File: config.mk
export PLATFORM = sky130hd
export DESIGN_NAME = smc_cs_engine
export DESIGN_NICKNAME = d
export VERILOG_FILES = /design/src/rtl/smc_pkg.sv /design/src/rtl/smc_cfg_reg.sv /design/src/rtl/smc_phase_seq.sv /design/src/rtl/smc_lane_mux.sv /design/src/rtl/smc_cs_engine.sv
export SDC_FILE = /design/constraint.sdc
export NUM_CORES = 1
export LEC_CHECK = 0
export ABC_CLOCK_PERIOD_IN_PS = 5000
export BUFFER_PORTS_ARGS = -buffer_cell sky130_fd_sc_hd__clkbuf_2
export CAP_MARGIN = 20
export CORE_MARGIN = 2
export CORE_UTILIZATION = 53
export CTS_CLUSTER_SIZE = 16
export DETAILED_ROUTE_END_ITERATION = 8
export GPL_TIMING_DRIVEN = 0
export PLACE_DENSITY_LB_ADDON = 0.3
export REMOVE_ABC_BUFFERS = 1
export SLEW_MARGIN = 25
export SYNTH_ARGS = -nofsm -noshare
export SYNTH_HDL_FRONTEND = slang
export SYNTH_SLANG_ARGS = --single-unit
File: constraint.sdc
create_clock -name clk -period 5 [get_ports clk]
set_clock_uncertainty 0.15 [all_clocks]
set_input_delay 0.5 -clock clk [delete_from_list [all_inputs] [get_ports clk]]
set_output_delay 0.5 -clock clk [all_outputs]
set_load 0.02 [all_outputs]
File: src/rtl/smc_pkg.sv
// Shared types for the static memory chip-select engine.
// Assumes the 32-bit configuration layout described in the brief.
package smc_pkg;

    // Bus cycle phases; the numeric order is the order they are played out.
    typedef enum logic [2:0] {
        PH_IDLE   = 3'd0,
        PH_ASETUP = 3'd1,
        PH_CSETUP = 3'd2,
        PH_STROBE = 3'd3,
        PH_CHOLD  = 3'd4,
        PH_AHOLD  = 3'd5,
        PH_FLOAT  = 3'd6
    } phase_e;

    localparam int NUM_PHASES = 7;

    // Decoded timing fields of one configuration word.
    typedef struct packed {
        logic [1:0] cs_hold;
        logic [1:0] cs_setup;
        logic [1:0] addr_gap;
        logic       early_rd;
        logic [1:0] bus_sel;
        logic       split_dev;
        logic [3:0] float_len;
        logic       wait_en;
        logic [6:0] wait_cnt;
    } timing_t;

    localparam logic [31:0] CFG_RESET_WORD = 32'h0000_2000;

    // Pull the timing fields out of a raw configuration word.
    function automatic timing_t unpack_cfg(input logic [31:0] w);
        timing_t t;
        t.cs_hold   = w[29:28];
        t.cs_setup  = w[25:24];
        t.addr_gap  = w[17:16];
        t.early_rd  = w[15];
        t.bus_sel   = w[14:13];
        t.split_dev = w[12];
        t.float_len = w[11:8];
        t.wait_en   = w[7];
        t.wait_cnt  = w[6:0];
        return t;
    endfunction

endpackage

File: src/rtl/smc_cfg_reg.sv
// Configuration holding register.
// Stores the decoded timing fields; reserved bits of the word are dropped.
// Assumes writes may arrive at any time; the engine samples the value itself.
module smc_cfg_reg
    import smc_pkg::*;
(
    input  logic        clk,
    input  logic        rst_n,
    input  logic        we,
    input  logic [31:0] wdata,
    output timing_t     cfg
);

    logic unused_reserved;
    assign unused_reserved = ^{wdata[31:30], wdata[27:26], wdata[23:18]};

    // Load a new configuration or return to the reset word.
    always_ff @(posedge clk) begin
        if (!rst_n) begin
            cfg <= unpack_cfg(CFG_RESET_WORD);
        end else if (we) begin
            cfg <= unpack_cfg(wdata);
        end
    end

endmodule

File: src/rtl/smc_phase_seq.sv
// Phase sequencer: walks the bus-cycle phases, skipping any of zero length.
// Assumes cfg and is_wr are stable for the whole cycle (the top latches them).
module smc_phase_seq
    import smc_pkg::*;
#(
    parameter int LEN_W = 8
) (
    input  logic    clk,
    input  logic    rst_n,
    input  logic    start,
    input  timing_t cfg,
    input  logic    is_wr,
    output phase_e  phase,
    output logic    strobe_end,
    output logic    done,
    output logic    idle
);

    logic [LEN_W-1:0] plen [NUM_PHASES];
    logic [LEN_W-1:0] cnt;
    phase_e           nxt;
    logic             cycle_last;

    // Length of every phase for the current configuration.
    always_comb begin
        plen[PH_IDLE]   = LEN_W'(1);
        plen[PH_ASETUP] = LEN_W'(cfg.addr_gap);
        plen[PH_CSETUP] = (cfg.early_rd && !is_wr) ? '0 : LEN_W'(cfg.cs_setup);
        plen[PH_STROBE] = cfg.wait_en ? (LEN_W'(cfg.wait_cnt) + LEN_W'(1)) : LEN_W'(1);
        plen[PH_CHOLD]  = LEN_W'(cfg.cs_hold);
        plen[PH_AHOLD]  = LEN_W'(cfg.addr_gap);
        plen[PH_FLOAT]  = is_wr ? '0 : LEN_W'(cfg.float_len);
    end

    // First phase after the current one with a nonzero length.
    always_comb begin
        logic found;
        found = 1'b0;
        nxt   = PH_IDLE;
        for (int p = 1; p < NUM_PHASES; p++) begin
            if (!found && p > int'(phase) && plen[p] != '0) begin
                nxt   = phase_e'(3'(p));
                found = 1'b1;
            end
        end
    end

    assign idle       = (phase == PH_IDLE);
    assign strobe_end = (phase == PH_STROBE) && (cnt == '0);
    assign cycle_last = !idle && (phase != PH_FLOAT) && (cnt == '0)
                        && (nxt == PH_FLOAT || nxt == PH_IDLE);

    // Advance through phases, counting each one down to zero.
    always_ff @(posedge clk) begin
        if (!rst_n) begin
            phase <= PH_IDLE;
            cnt   <= '0;
        end else if (idle) begin
            if (start) begin
                phase <= nxt;
                cnt   <= plen[nxt] - LEN_W'(1);
            end
        end else if (cnt != '0) begin
            cnt <= cnt - LEN_W'(1);
        end else begin
            phase <= nxt;
            cnt   <= plen[nxt] - LEN_W'(1);
        end
    end

    // Completion pulse in the clock after the last address-hold clock.
    always_ff @(posedge clk) begin
        if (!rst_n) begin
            done <= 1'b0;
        end else begin
            done <= cycle_last;
        end
    end

    // done lasts exactly one clock.
    a_r9_done_single: assert property (@(posedge clk) disable iff (!rst_n)
        done |=> !done);

    // no float gap follows a write.
    a_r6_float_after_read: assert property (@(posedge clk) disable iff (!rst_n)
        (phase == PH_FLOAT) |-> !is_wr);

    // strobe counter never exceeds the programmed width.
    a_r4_strobe_bound: assert property (@(posedge clk) disable iff (!rst_n)
        (phase == PH_STROBE) |-> (cnt < plen[PH_STROBE]));

endmodule

File: src/rtl/smc_lane_mux.sv
// Byte-lane steering: chip select, strobes, write data and read capture.
// Assumes DATA_W is a multiple of 8; lane 0 carries the 8-bit bus.
module smc_lane_mux
    import smc_pkg::*;
#(
    parameter int DATA_W = 16,
    localparam int LANES = DATA_W / 8
) (
    input  logic              clk,
    input  logic              rst_n,
    input  phase_e            phase,
    input  logic              strobe_end,
    input  logic              is_wr,
    input  logic              narrow,
    input  logic              split_dev,
    input  logic [LANES-1:0]  be,
    input  logic [DATA_W-1:0] wdata,
    input  logic [DATA_W-1:0] din,
    output logic              cs_n,
    output logic              rd_n,
    output logic [LANES-1:0]  wr_n,
    output logic [DATA_W-1:0] dout,
    output logic              doe,
    output logic [DATA_W-1:0] rd_data
);

    logic in_cs;
    logic strobe;

    assign in_cs  = (phase == PH_CSETUP) || (phase == PH_STROBE) || (phase == PH_CHOLD);
    assign strobe = (phase == PH_STROBE);

    assign cs_n = !in_cs;
    assign rd_n = !(strobe && !is_wr);
    assign doe  = is_wr && in_cs;
    assign dout = narrow ? {LANES{wdata[7:0]}} : wdata;

    // One write strobe per byte lane, gated by bus width and device pairing.
    for (genvar g = 0; g < LANES; g++) begin : g_lane
        logic lane_en;
        // Decide whether this lane takes part in the write.
        always_comb begin
            if (narrow) begin
                lane_en = (g == 0);
            end else if (split_dev) begin
                lane_en = be[g];
            end else begin
                lane_en = 1'b1;
            end
        end
        assign wr_n[g] = !(strobe && is_wr && lane_en);
    end

    // Capture device data on the edge where the read strobe rises.
    always_ff @(posedge clk) begin
        if (!rst_n) begin
            rd_data <= '0;
        end else if (strobe_end && !is_wr) begin
            rd_data <= narrow ? {{(DATA_W-8){1'b0}}, din[7:0]} : din;
        end
    end

    // no strobe while the chip select is high.
    a_r3_strobe_inside_cs: assert property (@(posedge clk) disable iff (!rst_n)
        (!rd_n || !(&wr_n)) |-> !cs_n);

    // the upper lane never strobes on an 8-bit bus.
    a_r7_narrow_lane: assert property (@(posedge clk) disable iff (!rst_n)
        narrow |-> wr_n[LANES-1]);

endmodule

File: src/rtl/smc_cs_engine.sv
// Static memory chip-select timing engine (top).
// Accepts one request when idle, latches it with the configuration,
// and plays out address/chip-select/strobe phases on the device pins.
// Assumes a single static device on this chip select and synchronous inputs.
module smc_cs_engine
    import smc_pkg::*;
#(
    parameter int ADDR_W = 20,
    parameter int DATA_W = 16,
    localparam int LANES = DATA_W / 8
) (
    input  logic              clk,
    input  logic              rst_n,
    input  logic              cfg_we,
    input  logic [31:0]       cfg_wdata,
    input  logic              req_valid,
    input  logic              req_write,
    input  logic [ADDR_W-1:0] req_addr,
    input  logic [DATA_W-1:0] req_wdata,
    input  logic [LANES-1:0]  req_be,
    output logic              req_ack,
    output logic              done,
    output logic [DATA_W-1:0] rd_data,
    output logic [ADDR_W-1:0] mem_addr,
    output logic              mem_cs_n,
    output logic              mem_rd_n,
    output logic [LANES-1:0]  mem_wr_n,
    output logic [DATA_W-1:0] mem_dout,
    output logic              mem_doe,
    input  logic [DATA_W-1:0] mem_din
);

    timing_t          cfg_live;
    timing_t          cfg_lat;
    timing_t          cfg_cur;
    logic             wr_lat;
    logic             wr_cur;
    logic [DATA_W-1:0] wdata_lat;
    logic [LANES-1:0] be_lat;
    phase_e           phase;
    logic             strobe_end;
    logic             idle;
    logic             accept;
    logic             narrow;

    smc_cfg_reg i_cfg (
        .clk   (clk),
        .rst_n (rst_n),
        .we    (cfg_we),
        .wdata (cfg_wdata),
        .cfg   (cfg_live)
    );

    assign accept  = req_valid && idle;
    assign req_ack = accept;
    assign cfg_cur = idle ? cfg_live  : cfg_lat;
    assign wr_cur  = idle ? req_write : wr_lat;
    assign narrow  = (cfg_lat.bus_sel == 2'd2);

    // Latch the request and the configuration when a request is taken.
    always_ff @(posedge clk) begin
        if (!rst_n) begin
            cfg_lat   <= unpack_cfg(CFG_RESET_WORD);
            wr_lat    <= 1'b0;
            wdata_lat <= '0;
            be_lat    <= '0;
            mem_addr  <= '0;
        end else if (accept) begin
            cfg_lat   <= cfg_live;
            wr_lat    <= req_write;
            wdata_lat <= req_wdata;
            be_lat    <= req_be;
            mem_addr  <= req_addr;
        end
    end

    smc_phase_seq #(.LEN_W(8)) i_seq (
        .clk        (clk),
        .rst_n      (rst_n),
        .start      (accept),
        .cfg        (cfg_cur),
        .is_wr      (wr_cur),
        .phase      (phase),
        .strobe_end (strobe_end),
        .done       (done),
        .idle       (idle)
    );

    smc_lane_mux #(.DATA_W(DATA_W)) i_lane (
        .clk        (clk),
        .rst_n      (rst_n),
        .phase      (phase),
        .strobe_end (strobe_end),
        .is_wr      (wr_lat),
        .narrow     (narrow),
        .split_dev  (cfg_lat.split_dev),
        .be         (be_lat),
        .wdata      (wdata_lat),
        .din        (mem_din),
        .cs_n       (mem_cs_n),
        .rd_n       (mem_rd_n),
        .wr_n       (mem_wr_n),
        .dout       (mem_dout),
        .doe        (mem_doe),
        .rd_data    (rd_data)
    );

    // a request is only taken while the device pins are quiet.
    a_r1_ack_when_idle: assert property (@(posedge clk) disable iff (!rst_n)
        req_ack |-> (mem_cs_n && mem_rd_n && (&mem_wr_n)));

    // the address does not move while the chip select is low.
    a_r2_addr_stable: assert property (@(posedge clk) disable iff (!rst_n)
        (!mem_cs_n && $past(!mem_cs_n)) |-> $stable(mem_addr));

    // done comes after the chip select has been released.
    a_r9_done_cs_high: assert property (@(posedge clk) disable iff (!rst_n)
        done |-> mem_cs_n);

    // data is driven only during a write with chip select low.
    a_r11_doe_in_write: assert property (@(posedge clk) disable iff (!rst_n)
        mem_doe |-> (!mem_cs_n && wr_lat));

endmodule

### Word-level counts from Yosys, hierarchy flattened

Index checks and enable logic that the tools add are counted.

* register bits: 111
* ROM bits: 0
* output and inout bits: 59
* memory bits (writable): 0
* input port bits: 91
* bits in latches: 0
* word-level logic and storage cells: 124
* memories kept: 0

* shift-type cells: 0
* order comparisons: 7
* add/subtract/negate cells: 3
* reduce and logical (&&, ||, !) cells: 48
* multipliers: 0
* mux-type cells: 31
* equal/unequal tests: 8
* bitwise operators: 1
* div/mod/pow operators: 0

Operators with widths (number)
* $mux W8: 6
* $reduce_bool A8 Y1: 6
* $mux W16: 2
* $bmux W8 S3: 1
* $logic_and A1 B1 Y1: 23
* $mux W22: 1
* $mux W3: 6
* $sub A8 B1 Y8 const B: 2
* $logic_not A1 Y1: 12
* $mux W1: 11
* $gt A3 B3 Y1 const A: 3
* $add A7 B1 Y8 const B: 1
* $logic_not A8 Y1: 1
* $eq A3 B2 Y1 const B: 2
* $eq A3 B3 Y1 const B: 2
* $gt A2 B3 Y1 const A: 2
* $logic_not A3 Y1: 2
* $mux W2: 3
* $ge A4 B4 Y1 const B: 1
* $mux W4: 1
* $not A3 Y4: 1
* $gt A1 B3 Y1 const A: 1
* $logic_or A1 B1 Y1: 3
* $ne A3 B3 Y1 const B: 1
* other kinds (4): 4

### Longest topological paths before layout

Gate-level depths: netlist (run 1).

* depth in word-level cells: 32
* mapped depth: 21
* mapped depth without buffers: 17

### Hierarchy

A second synthesis (run 1) with hierarchy kept.

* cells, all modules: 677
* area, all modules: 6097.1 um2

By module, submodules not included
* smc_cs_engine: seq. area each 1221.2 um2, instances 1, cells each 307, area each 2857.7 um2
* smc_phase_seq: seq. area each 240.2 um2, instances 1, cells each 200, area each 1502.7 um2
* smc_lane_mux: seq. area each 320.3 um2, instances 1, cells each 99, area each 882.1 um2
* smc_cfg_reg: seq. area each 440.4 um2, instances 1, cells each 71, area each 854.6 um2

### Worst setup path after synthesis (run 1)

No wires, ideal clock.

* path type: register -> register
* start: register i_seq.phase[1]
* end: register i_seq.cnt[4]
* slack: 669 ps
* buffers on the path: 4
* arrival: 4110 ps
* clock period less this slack: 4331 ps
* cell stages (with the launch flop): 21
* library setup time: 70 ps
* path through: dfxtp_1 -> buf_6 -> or3_1 -> buf_6 -> clkbuf_1 -> clkbuf_1 -> nand2_1 -> nand2_1 -> ha_1 -> nor3_1 -> o211ai_1 -> or4_4 -> a211oi_2 -> nor2_2 -> a32o_1 -> or2_1 -> ha_1 -> nand2_1 -> o211ai_1 -> a21o_1 -> a21oi_1

* longest elaborated chain between the ends: 32

Ends and longest elaborated chain
* start, declared: line smc_phase_seq.sv:13 `output phase_e phase,`
* start signal, assigned: line smc_phase_seq.sv:60 `phase <= nxt;`
* start signal, assigned: line smc_phase_seq.sv:66 `phase <= nxt;`
* parallel branches: the longest is 32 deep, another holds $add A7 B1 Y8
* end signal, assigned: line smc_phase_seq.sv:61 `cnt <= plen[nxt] - LEN_W'(1);`
* end signal, assigned: line smc_phase_seq.sv:64 `cnt <= cnt - LEN_W'(1);`
* end signal, assigned: line smc_phase_seq.sv:67 `cnt <= plen[nxt] - LEN_W'(1);`
* end, declared: line smc_phase_seq.sv:20 `logic [LEN_W-1:0] cnt;`

Parallel ways; which one is timed is not known. The select of a mux whose other input is x is not followed.
A chain may end at the register's enable or synchronous reset.

### Worst setup path in the final report (run 1)

Ends and elaborated chain as after synthesis.

==> results of run 1 <==
[cell families (layout without fill, tap and decap cells)]
family          after synthesis  after routing  share of synthesized area [%]
flops                       111            111                           40.8
compound gates              158            158                           18.0
buf+inv                      59            163                           4.89
simple gates                328            328                           26.2
mux                          39             39                           7.35
xor+xnor                     12             12                           1.93
fa+ha+maj                     4              4                          0.918
[flip-flops by register name (all words and copies together) (netlist names)]
| signal | count |
|---|---|
| cfg_lat | 22 |
| i_cfg.cfg | 22 |
| mem_addr | 20 |
| i_lane.rd_data | 16 |
| wdata_lat | 16 |
| i_seq.cnt | 8 |
| i_seq.phase | 3 |
| be_lat | 2 |
| i_seq.done | 1 |
| wr_lat | 1 |
[critical path, cell delays in order, from the launching register on]
cell	delay, ns
dfxtp_1	0.80
or3_4	0.48
nand2_1	0.09
nand2_1	0.08
ha_1	0.29
nand3_1	0.13
xor2_1	0.15
o22ai_1	0.16
or4_4	0.48
a211oi_2	0.35
nor2_2	0.11
a32o_1	0.30
or2_1	0.25
ha_1	0.24
nand2_1	0.07
o211ai_1	0.08
a21o_1	0.23
a21oi_1	0.11
[timing repair]
action / CTS / global route
resized for setup: 1 / 3
setup endpoints to repair: 3 / 5
pin swaps: 0 / 1
hold buffers: 0 / 0
[layout make-up]
type,instances,area [um2]
flip-flops and latches,111,2220
fillers,895,3840
clock inverters,5,48.8
well taps,136,170
clock buffers,9,124
multi-input cells,541,2990
repair buffers,140,703
inverters,9,41.3
[metrics by stage]
stage	total power [W]	TNS [ns]	utilization (%)
5_1_grt	0.00314	0	62.1
6_report	0.00293	0	62.1
3_3_place_gp	0.00238	-77.79	60.0
3_5_place_dp	0.00242	-0.126	60.3
2_1_floorplan	0.00206	0	-
4_1_cts	0.00291	0	62.0
[cell usage in the layout (no fill, tap or decap), types with 3 or more instances in the layout]
cell type / count
a31oi_1: 3
nor3b_1: 3
o22ai_1: 3
clkbuf_2: 139
o211ai_1: 6
o211a_1: 3
clkinv_4: 3
clkbuf_8: 9
nor4_1: 6
dfxtp_1: 110
o21a_1: 3
o21ai_0: 20
and3_1: 5
inv_1: 7
xnor2_1: 3
nor2_1: 55
mux2i_1: 31
a211oi_2: 4
nand2_1: 191
a211oi_1: 3
nand3b_1: 4
xor2_1: 9
ha_1: 4
or3_1: 4
a21oi_1: 87
a32o_1: 3
mux2_2: 8
nand2b_1: 9
nor3_1: 6
nand3_1: 25
[power by group through the flow]
stage / logic (W) / registers, W / clock network [W]
after floorplan: 0.000893 / 0.00116 / 0
after CTS: 0.00129 / 0.00112 / 0.000501
after global placement: 0.00125 / 0.00113 / 0
after global routing: 0.00146 / 0.00114 / 0.000535
final: 0.00131 / 0.00112 / 0.000490
after detailed placement: 0.00129 / 0.00114 / 0
[final timing paths]
path	startpoint	endpoint	slack, ns	cells after the start
hold / removal	req_addr[12]	mem_addr[12]$_SDFFE_PN0P_	0.18	3
setup / recovery	i_seq.phase[1]$_SDFFE_PN0P_	i_seq.cnt[4]$_SDFFE_PN0P_	0.35	17
setup reg to reg	i_seq.phase[1]$_SDFFE_PN0P_	i_seq.cnt[4]$_SDFFE_PN0P_	0.35	17
hold reg to reg	i_lane.rd_data[1]$_SDFFE_PN0P_	i_lane.rd_data[1]$_SDFFE_PN0P_	0.31	2
[routing by layer]
layer | wire length, um | global-route usage [%]
met5 | 0 | 0
met4 | 147 | 8.19
met3 | 876 | 5.75
met2 | 6510 | 40.4
met1 | 5820 | 30.3
==> metrics.txt, run 1 <==
outcome=finished clean; Fin Hold WS=0.182 ns; worst path required time=5.13 ns; Hold WC Path Type=input pin to register; Setup CP Type=register to register; Place WS=-0.0708 ns; predominant post-synthesis flop cell=dfxtp_1; CP max FO=28; PortBufs=139; Worst setup SP type=register; Initial Util=53.8%; Routed wire per std cell=14.0 um; total clock sinks=111; Seq cells post-synth=111; Pwr Density=464 mW/mm2; top cell type's share of synthesized area=about 40%; Chip Height=105 um; Seq/Total Area, Yosys=roughly two fifths; placed cell area=roughly 0.0061 mm2; max-slew violations=0; Inserted Diodes=0; DRC viols=0; share of total power in sequential cells=38.4%; aggregate global-route resource usage=between 20% and 30%; CTS Buf Count=9; Cell Count, Final, Fillers Out=951; Syn Area/Cell=7.67 um2; Final WS setup=0.353 ns; antenna viol nets, final=0; placed insts=937; Root Buffer=clkbuf_8; core area=roughly 0.01 mm2; endpoints failing hold=0; die area=around 0.011 mm2; IO Pins=150; Slew headroom=between 40% and 50%; P_int=0.00165 W; largest net degree at the start of global routing=107; share of flip-flops with an asynchronous set or reset=0%; Worst-Margin Slew=0.793 ns; FP Rows=37; Clock Power Share=roughly 17%; max-cap violations=0; Sw Share=43.5%; P_sw=0.00127 W; fin crit share=92.9%; f_max=215 MHz; Cells after Synth=711; Arrival @ worst endpoint=4.77 ns; Peak VDD IR=0.000221 V; final WL=13,400 um; synth unique cells=64; vias=roughly 5,300; final setup vio count=0; 1st-pass router iterations=5; Synth top cells by count=nand2_1 (192), dfxtp_1 (111), a21oi_1 (87), nor2_1 (56), clkbuf_1 (37); fraction of layout cells with a size suffix above 1=22.3%; Clock Tree Buf Depth=2; RSZ-0062 raised after global routing=false; vias in the first global route=4,866; Logic pwr share=44.8%; Post-Synthesis Cell Area=0.00545 mm2; Iteration-0 DRC Markers=363; post-route minimum period=roughly 4.6 ns; Die W=105 um; number of synthesized flops with an enable pin=0; # Post-CTS Setup Buffers=0; Layout area overhead=15.6%; cell taking the most area after synthesis=dfxtp_1; kind of end point of the critical path=register; total grt overflow=0; HPWL Detailed=9180 um; antenna violations before repair=0; Via density=5.52; Routability Congestion=0.933; Syn. warnings=0; global-route wire length before repair=approximately 22,000 um; Final Net Count=907; Clk Latency, worst-skew pair=0.37 ns; top-count cell post-synth=nand2_1; H-tree depth=3; fin area=between 0.006 and 0.007 mm2; top post-synthesis cells by area=dfxtp_1 (41%), nand2_1 (13%), a21oi_1 (8.0%); CTS tree=yes; clock-pin slew on the worst setup and hold paths=between 0.1 and 0.15 ns; LEAKAGE=2.65 nW
No activity file was read; power rests on OpenSTA's default activity.
==> run 2: changes to the inputs <==
Settings changed: RECOVER_POWER set to 25.
==> metrics.txt, run 2 (synthesis results as in run 1) <==
clock-pin slew on the worst setup and hold paths=0.11 ns (about the same); f_max=214 MHz (was 215 MHz); Inserted Diodes=0 (unchanged); Pwr Density=466 mW/mm2 (was 464 mW/mm2); vias in the first global route=4,866 (unchanged); outcome=finished with violations (was finished clean); LEAKAGE=2.57 nW (was 2.65 nW); CTS Buf Count=9 (unchanged); post-route minimum period=4.66 ns (was 4.65 ns); fin area=0.00627 mm2 (was 0.00630 mm2); Clk Latency, worst-skew pair=0.37 ns (about the same); vias=5,265 (was 5,254); fraction of layout cells with a size suffix above 1=19.8% (was 22.3%); fin crit share=93.3% (was 92.9%); Largest regs=cfg_lat x22, i_cfg.cfg x22, mem_addr x20 (unchanged); max-slew violations=23 (was 0); DRC viols=0 (unchanged); failing checks=max-capacitance violations, max-slew violations; Die W=105 um (unchanged); 1st-pass router iterations=8 (was 5); Peak VDD IR=0.000222 V (was 0.000221 V); FP Rows=37 (unchanged); cts hold-fix bufs=0 (unchanged); final setup vio count=0 (unchanged); global-route wire length before repair=22,200 um (unchanged); IO Pins=150 (unchanged); Sw Share=43.6% (was 43.5%); core area=0.0101 mm2 (unchanged); H-tree depth=3 (unchanged); Worst setup SP type=register (unchanged); P_sw=0.00127 W (about the same); Clock Power Share=16.7% (was 16.8%); Chip Height=105 um (unchanged); max-cap violations=1 (was 0); largest net degree at the start of global routing=107 (unchanged); CP max FO=28 (unchanged); Iteration-0 DRC Markers=365 (was 363); Routed wire per std cell=14.1 um (was 14.0 um); most common cell after layout, fill and taps aside=nand2_1 (unchanged); Logic pwr share=44.8% (about the same); Arrival @ worst endpoint=4.79 ns (was 4.77 ns); # fillers=907 (was 895); share of total power in sequential cells=38.5% (was 38.4%); antenna viol nets, final=0 (unchanged); utilization after layout=61.9% (was 62.1%); Root Buffer=clkbuf_8 (unchanged); Setup CP Type=register to register (unchanged); final WL=13,400 um (about the same); Initial Util=53.8% (unchanged); total clock sinks=111 (unchanged); antenna violations before repair=0 (unchanged); Routability Congestion=0.933 (unchanged); aggregate global-route resource usage=24.1% (unchanged); commonest cells after routing, fill and taps aside=nand2_1 (191), clkbuf_2 (118), dfxtp_1 (110) (was nand2_1 (191), clkbuf_2 (139), dfxtp_1 (110)); Clock Tree Buf Depth=2 (unchanged); Slew headroom=-13.1% (was 47.1%); RSZ-0062 raised after global routing=false (unchanged); PortBufs=139 (unchanged); Final Net Count=907 (unchanged); HPWL Detailed=9180 um (unchanged); placed cell area=0.00611 mm2 (unchanged); kind of end point of the critical path=register (unchanged); Hold WC Path Type=input pin to register (unchanged); total grt overflow=0 (unchanged); worst path required time=5.13 ns (about the same); CTS tree=yes (unchanged); endpoints failing hold=0 (unchanged); Via density=5.54 (was 5.52); die area=0.0111 mm2 (unchanged); Worst-Margin Slew=1.70 ns (was 0.793 ns); Multi-input gate area=0.00299 mm2 (unchanged); Layout area overhead=15.1% (was 15.6%); FF/Latch Area=0.00222 mm2 (unchanged); P_int=0.00165 W (about the same)
[run 2: through the flow]
| stage | hold slack (ns) | instances | power, W | TNS, ns | setup slack, ns |
|---|---|---|---|---|---|
| floorplan | 0.280 | 661 | 0.00206 | 0 | 0.389 |
| global placement | 0.288 | 936 | 0.00238 | -77.79 | -1.61 |
| detailed placement | 0.297 | 937 | 0.00242 | -0.126 | -0.0708 |
| CTS | 0.170 | 951 | 0.00291 | 0 | 0.181 |
| global route | 0.171 | 951 | 0.00313 | 0 | 0.0155 |
| finish | 0.179 | 951 | 0.00292 | 0 | 0.337 |
[run 2: layer usage]
layer | vias up | track usage (%) | part of all wire, % | wire, um
met3 | 22 | 5.75 | 6.5 | 868
met2 | 164 | 40.4 | 48 | 6480
met1 | 2454 | 30.3 | 44 | 5870
met5 | - | 0 | 0 | 0
met4 | 0 | 8.19 | 1.3 | 171
li1 | 2625 | - | - | -
[run 2: final cells by class]
| type | count | area share (%) |
|---|---|---|
| Multi-Input combinational cell | 541 | 47.6 |
| Clock inverter | 5 | 0.778 |
| Sequential cell | 111 | 35.4 |
| Timing Repair Buffer | 140 | 10.8 |
| Tap cell | 136 | 2.71 |
| Inverter | 9 | 0.658 |
| Clock buffer | 9 | 1.97 |
[run 2: worst max-delay path, cell delays in order (launching register included)]
cell	delay (ns)
dfxtp_1	0.81
or3_4	0.48
nand2_1	0.09
nand2_1	0.08
ha_1	0.29
nand3_1	0.13
xor2_1	0.15
o22ai_1	0.16
or4_4	0.48
a211oi_2	0.35
nor2_2	0.11
a32o_1	0.30
or2_1	0.25
ha_1	0.24
nand2_1	0.07
o211ai_1	0.08
a21o_1	0.24
a21oi_1	0.11
[run 2: final timing paths]
kind	slack, ns	depth (start not counted)	endpoint	startpoint
setup / recovery	0.34	17	i_seq.cnt[4]$_SDFFE_PN0P_	i_seq.phase[1]$_SDFFE_PN0P_
hold / removal	0.18	3	i_lane.rd_data[6]$_SDFFE_PN0P_	mem_din[6]
setup reg to reg	0.34	17	i_seq.cnt[4]$_SDFFE_PN0P_	i_seq.phase[1]$_SDFFE_PN0P_
hold reg to reg	0.31	2	i_lane.rd_data[1]$_SDFFE_PN0P_	i_lane.rd_data[1]$_SDFFE_PN0P_
[run 2: what timing repair did]
item | CTS | global route
setup buffers | 0 | 0
endpoints found under the hold margin | 0 | 0
gates cloned | 0 | 0
resized for setup | 1 | 3
endpoints found under the setup margin | 3 | 5
pin swaps | 0 | 1
[run 2: power by group through the flow]
stage	sequential, W	combinational, W	clock [W]
3_3_place_gp	0.00113	0.00125	0
6_report	0.00112	0.00131	0.000489
2_1_floorplan	0.00116	0.000893	0
4_1_cts	0.00112	0.00129	0.000501
5_1_grt	0.00114	0.00146	0.000535
3_5_place_dp	0.00114	0.00129	0
